--- config.mk ---
export PLATFORM = sky130hd
export DESIGN_NAME = prg_bank_mapper
export DESIGN_NICKNAME = d
export VERILOG_FILES = /design/src/rtl/prg_map_pkg.sv /design/src/rtl/prg_regfile.sv /design/src/rtl/prg_window_map.sv /design/src/rtl/prg_bank_mapper.sv
export SDC_FILE = /design/constraint.sdc
export NUM_CORES = 1
export LEC_CHECK = 0
export ABC_AREA = 0
export BUFFER_PORTS_ARGS = -buffer_cell sky130_fd_sc_hd__clkbuf_2
export CELL_PAD_IN_SITES_DETAIL_PLACEMENT = 1
export CELL_PAD_IN_SITES_GLOBAL_PLACEMENT = 1
export CORE_MARGIN = 2
export CORE_UTILIZATION = 40
export CTS_CLUSTER_DIAMETER = 50
export DETAILED_ROUTE_END_ITERATION = 7
export PLACE_DENSITY = 0.74
export SLEW_MARGIN = 20
export SYNTH_ARGS = -nofsm -noshare
export SYNTH_HDL_FRONTEND = slang
export SYNTH_SLANG_ARGS = --single-unit
--- constraint.sdc ---
create_clock -name clk -period 1.5 [get_ports clk]
set_clock_uncertainty 0.2 [all_clocks]
set_input_delay 0 -clock clk [delete_from_list [all_inputs] [get_ports clk]]
set_output_delay 0 -clock clk [all_outputs]
set_load 0.02 [all_outputs]
--- src/rtl/prg_map_pkg.sv ---
package prg_map_pkg;
   localparam int NUM_WIN  = 4;
   localparam int CTRL_IDX = 4;
   localparam int CTRL_W   = 4;

   typedef enum logic [1:0] {
      SZ_FIX32 = 2'd0,
      SZ_SW16  = 2'd1,
      SZ_SW8   = 2'd2,
      SZ_REV   = 2'd3
   } size_mode_e;

   typedef struct packed {
      logic       low_en;
      logic       last_sw;
      size_mode_e mode;
   } ctrl_t;
endpackage

--- src/rtl/prg_regfile.sv ---
module prg_regfile
   import prg_map_pkg::*;
#(
   parameter int BANK_W = 8,
   parameter int IDX_W  = 3
) (
   input  logic                           clk,
   input  logic                           rst_n,
   input  logic                           wr_en,
   input  logic [IDX_W-1:0]               wr_idx,
   input  logic [BANK_W-1:0]              wr_data,
   output logic [NUM_WIN-1:0][BANK_W-1:0] regs_o,
   output ctrl_t                          ctrl_o
);
   generate
      if (BANK_W < CTRL_W) begin : g_bad_w
         $error("prg_regfile: BANK_W must hold the control word");
      end
      if ((1 << IDX_W) <= CTRL_IDX) begin : g_bad_idx
         $error("prg_regfile: IDX_W too small to reach the control word");
      end
   endgenerate

   genvar g;
   generate
      for (g = 0; g < NUM_WIN; g++) begin : g_bank
         logic [BANK_W-1:0] q;
         always_ff @(posedge clk or negedge rst_n) begin
            if (!rst_n)                                  q <= '0;
            else if (wr_en && wr_idx == IDX_W'(g))       q <= wr_data;
         end
         assign regs_o[g] = q;
      end
   endgenerate

   always_ff @(posedge clk or negedge rst_n) begin
      if (!rst_n)                                   ctrl_o <= '0;
      else if (wr_en && wr_idx == IDX_W'(CTRL_IDX)) ctrl_o <= ctrl_t'(wr_data[CTRL_W-1:0]);
   end

   // indices above the control word touch nothing
   a_r11_unused_idx: assert property (@(posedge clk) disable iff (!rst_n)
      (wr_en && wr_idx > IDX_W'(CTRL_IDX)) |=> ($stable(regs_o) && $stable(ctrl_o)));

   // control word lands with its field layout
   a_r2_ctrl_load: assert property (@(posedge clk) disable iff (!rst_n)
      (wr_en && wr_idx == IDX_W'(CTRL_IDX)) |=> (ctrl_o == ctrl_t'($past(wr_data[CTRL_W-1:0]))));
endmodule

--- src/rtl/prg_window_map.sv ---
module prg_window_map
   import prg_map_pkg::*;
#(
   parameter int BANK_W = 8,
   parameter bit LOW_EN = 1'b1
) (
   input  logic [NUM_WIN-1:0][BANK_W-1:0] regs_i,
   input  ctrl_t                          ctrl_i,
   input  logic [BANK_W-1:0]              mask_i,
   output logic [NUM_WIN-1:0][BANK_W-1:0] win_o,
   output logic [BANK_W-1:0]              low_bank_o,
   output logic                           low_valid_o
);
   logic [NUM_WIN-1:0][BANK_W-1:0] raw;
   logic [BANK_W-1:0]              pair_base;

   assign pair_base = {regs_i[1][BANK_W-2:0], 1'b0};

   always_comb begin
      raw = '0;
      unique case (ctrl_i.mode)
         SZ_FIX32: begin
            for (int i = 0; i < NUM_WIN; i++) raw[i] = mask_i - BANK_W'(NUM_WIN - 1 - i);
         end
         SZ_SW16: begin
            raw[0] = pair_base;
            raw[1] = pair_base | BANK_W'(1);
            raw[2] = mask_i - BANK_W'(1);
            raw[3] = mask_i;
         end
         SZ_SW8: begin
            for (int i = 0; i < NUM_WIN - 1; i++) raw[i] = regs_i[i];
            raw[NUM_WIN-1] = ctrl_i.last_sw ? regs_i[NUM_WIN-1] : mask_i;
         end
         SZ_REV: begin
            for (int i = 0; i < NUM_WIN; i++) raw[i] = regs_i[NUM_WIN-1-i];
         end
         default: raw = '0;
      endcase
   end

   genvar g;
   generate
      for (g = 0; g < NUM_WIN; g++) begin : g_wrap
         assign win_o[g] = raw[g] & mask_i;
      end

      if (LOW_EN) begin : g_low
         logic hit;
         assign hit         = (ctrl_i.mode == SZ_SW8) && !ctrl_i.last_sw && ctrl_i.low_en;
         assign low_valid_o = hit;
         assign low_bank_o  = hit ? (regs_i[NUM_WIN-1] & mask_i) : '0;
      end else begin : g_no_low
         assign low_valid_o = 1'b0;
         assign low_bank_o  = '0;
      end
   endgenerate
endmodule

--- src/rtl/prg_bank_mapper.sv ---
module prg_bank_mapper
   import prg_map_pkg::*;
#(
   parameter int BANK_W = 8,
   parameter int IDX_W  = 3,
   parameter bit LOW_EN = 1'b1,
   localparam int CNT_W = BANK_W + 1
) (
   input  logic                           clk,
   input  logic                           rst_n,
   input  logic                           wr_en_i,
   input  logic [IDX_W-1:0]               wr_idx_i,
   input  logic [BANK_W-1:0]              wr_data_i,
   input  logic [CNT_W-1:0]               bank_count_i,
   output logic [NUM_WIN-1:0][BANK_W-1:0] win_bank_o,
   output logic [BANK_W-1:0]              low_bank_o,
   output logic                           low_valid_o
);
   logic [NUM_WIN-1:0][BANK_W-1:0] regs;
   ctrl_t                          ctrl;
   logic [BANK_W-1:0]              mask;
   logic [NUM_WIN-1:0][BANK_W-1:0] win_d;
   logic [BANK_W-1:0]              low_bank_d;
   logic                           low_valid_d;

   assign mask = BANK_W'(bank_count_i - CNT_W'(1));

   prg_regfile #(.BANK_W(BANK_W), .IDX_W(IDX_W)) u_regs (
      .clk     (clk),
      .rst_n   (rst_n),
      .wr_en   (wr_en_i),
      .wr_idx  (wr_idx_i),
      .wr_data (wr_data_i),
      .regs_o  (regs),
      .ctrl_o  (ctrl)
   );

   prg_window_map #(.BANK_W(BANK_W), .LOW_EN(LOW_EN)) u_map (
      .regs_i      (regs),
      .ctrl_i      (ctrl),
      .mask_i      (mask),
      .win_o       (win_d),
      .low_bank_o  (low_bank_d),
      .low_valid_o (low_valid_d)
   );

   always_ff @(posedge clk or negedge rst_n) begin
      if (!rst_n) begin
         win_bank_o  <= '0;
         low_bank_o  <= '0;
         low_valid_o <= 1'b0;
      end else begin
         win_bank_o  <= win_d;
         low_bank_o  <= low_bank_d;
         low_valid_o <= low_valid_d;
      end
   end

   // fixed mode puts the top bank in the last window
   a_r3_fixed_top: assert property (@(posedge clk) disable iff (!rst_n)
      ($past(rst_n) && $past(ctrl.mode == SZ_FIX32)) |-> (win_bank_o[NUM_WIN-1] == $past(mask)));

   // 16 KB mode gives an even/odd pair in windows 0 and 1
   a_r4_pair: assert property (@(posedge clk) disable iff (!rst_n)
      ($past(rst_n) && $past(ctrl.mode == SZ_SW16)) |->
      (!win_bank_o[0][0] && win_bank_o[1] == (win_bank_o[0] | BANK_W'(1))));

   // reverse mode shows register 3 in window 0
   a_r8_reverse: assert property (@(posedge clk) disable iff (!rst_n)
      ($past(rst_n) && $past(ctrl.mode == SZ_REV)) |->
      (win_bank_o[0] == ($past(regs[NUM_WIN-1]) & $past(mask))));

   // low window valid only in its one configuration
   a_r7_low_valid: assert property (@(posedge clk) disable iff (!rst_n)
      low_valid_o |-> $past(ctrl.mode == SZ_SW8 && !ctrl.last_sw && ctrl.low_en));

   a_r7_low_zero: assert property (@(posedge clk) disable iff (!rst_n)
      !low_valid_o |-> (low_bank_o == '0));

   // no bank number beyond the ROM
   genvar g;
   generate
      for (g = 0; g < NUM_WIN; g++) begin : g_chk
         a_r9_in_range: assert property (@(posedge clk) disable iff (!rst_n)
            $past(rst_n) |-> (win_bank_o[g] <= $past(mask)));
      end
   endgenerate
endmodule

==> metrics <==
status complete, but fails checks; failing checks hold timing, setup timing; Detailed Routing Iterations Pass 1 6; ratio of cells with drive above 1 in the final layout 57.6%; Synth Net Count 333; post-synth top area share 53.5%; Crit. Startpoint bank_count_i[0]; GPL Wtd Cong 0.839; Worst Max-Slew Pin Slew 0.708 ns; worst hold-check path type in2async; GRT overflow 0; Worst Path Arrival 1.78 ns; Area growth, synth to finish 51.9%; ranking of synthesized cells by area dfrtp_1 (54%), mux2_2 (10%), mux2i_1 (5.8%), nor2_1 (2.6%), ha_1 (2.4%); core area 8720 um2; Top-Level Pins 64; largest net degree at the start of global routing 78; Syn Area/Cell 11.9 um2; EDFF count, synth 0; clock buffer depth 2; most frequent cells in the layout dfrtp_1 (75), clkbuf_2 (60), buf_4 (42), mux2_2 (33), nand2_1 (20); worst r2r src u_regs.ctrl_o[1]; clock latency on the worst-skew pair 0.37 ns; Hold Slack -0.0489 ns; count of state elements after synthesis 77; H-tree depth 3; CP Launch Type input pin; min Tclk post-route 1.74 ns; Static Leak 2.50 nW; cells after synthesis 303; Peak Freq 575 MHz; Rel. slew slack 52.7%; die area 9770 um2; final worst-path setup slack -0.241 ns; TritonCTS clock tree done; first-pass GRT wire length 19.3 mm; initial antenna violation count 1; sum of negative setup slack -3.70 ns; clock root buffer clkbuf_8; WL final 13.5 mm; reg-to-reg slack, setup -0.23 ns; die height 98.9 um; Initial Utilization 41.3%; DPL Wire Length 7.43 mm; via count 3193; FP Rows 34; DRC viols 0; Die W 98.9 um; dpl ws -0.573 ns; max-slew violation count 0; drt wl/cell 24.2 um; Total GRT Usage 26.0%; Via-to-Cell Ratio 5.70; CP endpoint win_bank_o[23]; Critical R2R Capture win_bank_o[23]; CP Class in2reg; CP max FO 4; YS warnings 0; R2R cell count 3; VDD IR max 0.482 mV; Netlist cell types 44; power per cell area 1350 nW/um2; Worst-path clk slew 0.09 ns; commonest non-fill, non-tap cell in the layout dfrtp_1; part of the cycle the worst path needs 116%; final net count 476; fraction of registers with async set/reset 100%; ANT nets after route 0; Worst Path Required 1.54 ns; CP endpoint kind register; Final setup violation count 29; Tot Pwr 0.00738 W; CTS buffer count 9; number of port buffers 62; final hold violations 24; Starting DRT DRC Count 160; Yosys top cell by area dfrtp_1; RSZ-0062 raised after global routing true; vias in the first global route 3437; number of max-cap violations 0; Seq/Total Area, Yosys 53.5%; Synth Cell Area 3600 um2; Synth Flop Type dfrtp_1; # clock sinks 77
-- how the worst min path moves through the flow --
| stage | start | end |
|---|---|---|
| finish | rst_n | win_bank_o[16] |
| global route | rst_n | win_bank_o[16] |
| CTS | rst_n | win_bank_o[16] |
| detailed placement | rst_n | win_bank_o[16] |
| global placement | rst_n | win_bank_o[16] |
| floorplan | rst_n | low_bank_o[0] |
-- cell usage after synthesis, drive strengths merged, types with 2 or more instances --
cell     number
a211oi        6
o21ai        15
mux2i        21
a21boi        4
nor3b         2
nand2b        3
a21oi        12
nand3         3
ha            7
xnor2         5
o311a         3
nor2b         2
dfrtp        77
o2111a        2
clkbuf        7
and2          3
nor2         25
nor3          4
buf           7
o22ai         2
and3         12
mux2         33
nand2        23
inv           8
xor2          3
a2111oi       3
-- stage by stage --
step | area (um2) | util [%] | instances | hold WS (ns)
CTS | 5200 | 59.6 | 552 | 0.00589
global route | 5470 | 62.7 | 559 | 0.0373
global placement | 4460 | 51.1 | 509 | -0.159
detailed placement | 4460 | 51.1 | 509 | -0.149
finish | 5470 | 62.7 | 560 | -0.0489
floorplan | 3640 | - | 303 | -0.496
-- power breakdown --
| part | internal, W | switching [W] |
|---|---|---|
| combinational | 0.00136 | 0.00151 |
| sequential | 0.00246 | 0.000395 |
| clock | 0.000781 | 0.000871 |
| total | 0.00460 | 0.00278 |
-- cell type report --
type	instances	area (um2)
fill	868	3250
multi-input combinational	204	2000
sequential	77	1930
timing repair buffer	146	1170
tap	108	135
clock buffer	10	128
clock inverter	6	70.1
inverter	8	32.5
antenna	1	2.50
-- cell families after synthesis --
| logic type | after synthesis | synth area share [%] |
|---|---|---|
| muxes | 55 | 16.9 |
| and+or+nand+nor | 82 | 11.5 |
| AOI/OAI and AO/OA | 52 | 10.5 |
| xor gates and xnor gates | 8 | 2.57 |
| DFF | 77 | 53.5 |
| buffers and inverters | 22 | 2.54 |
| adders and majority gates | 7 | 2.43 |
-- registers in the layout, indices dropped and copies added, names as in the netlist --
name and count:
win_bank_o 32, low_valid_o 1, u_regs.g_bank.q 32, u_regs.ctrl_o 4, low_bank_o 8
-- worst max-delay path, stage by stage --
cell and delay, ns:
buf_2 0.12, inv_2 0.07, ha_4 0.19, xnor2_4 0.20
ha_2 0.21, inv_1 0.05, a211o_1 0.29, or3_4 0.34
o311a_1 0.31
-- metal layers --
| metal | up-vias | GRT usage, % | part of all wire (%) |
|---|---|---|---|
| met5 | - | 0 | 0 |
| met4 | 0 | 8.75 | 1.8 |
| met2 | 130 | 43.3 | 50 |
| li1 | 1361 | - | - |
| met1 | 1679 | 34.6 | 43 |
| met3 | 23 | 4.40 | 5.3 |
-- timing repair --
item	CTS	global route
gates cloned	4	0
buffers inserted	4	10
hold buffers	19	0
gates resized for setup	61	71
endpoints found under the hold margin	129	0
pin swaps	16	37
endpoints found under the setup margin	31	37
No activity file was read; power rests on OpenSTA's default activity.
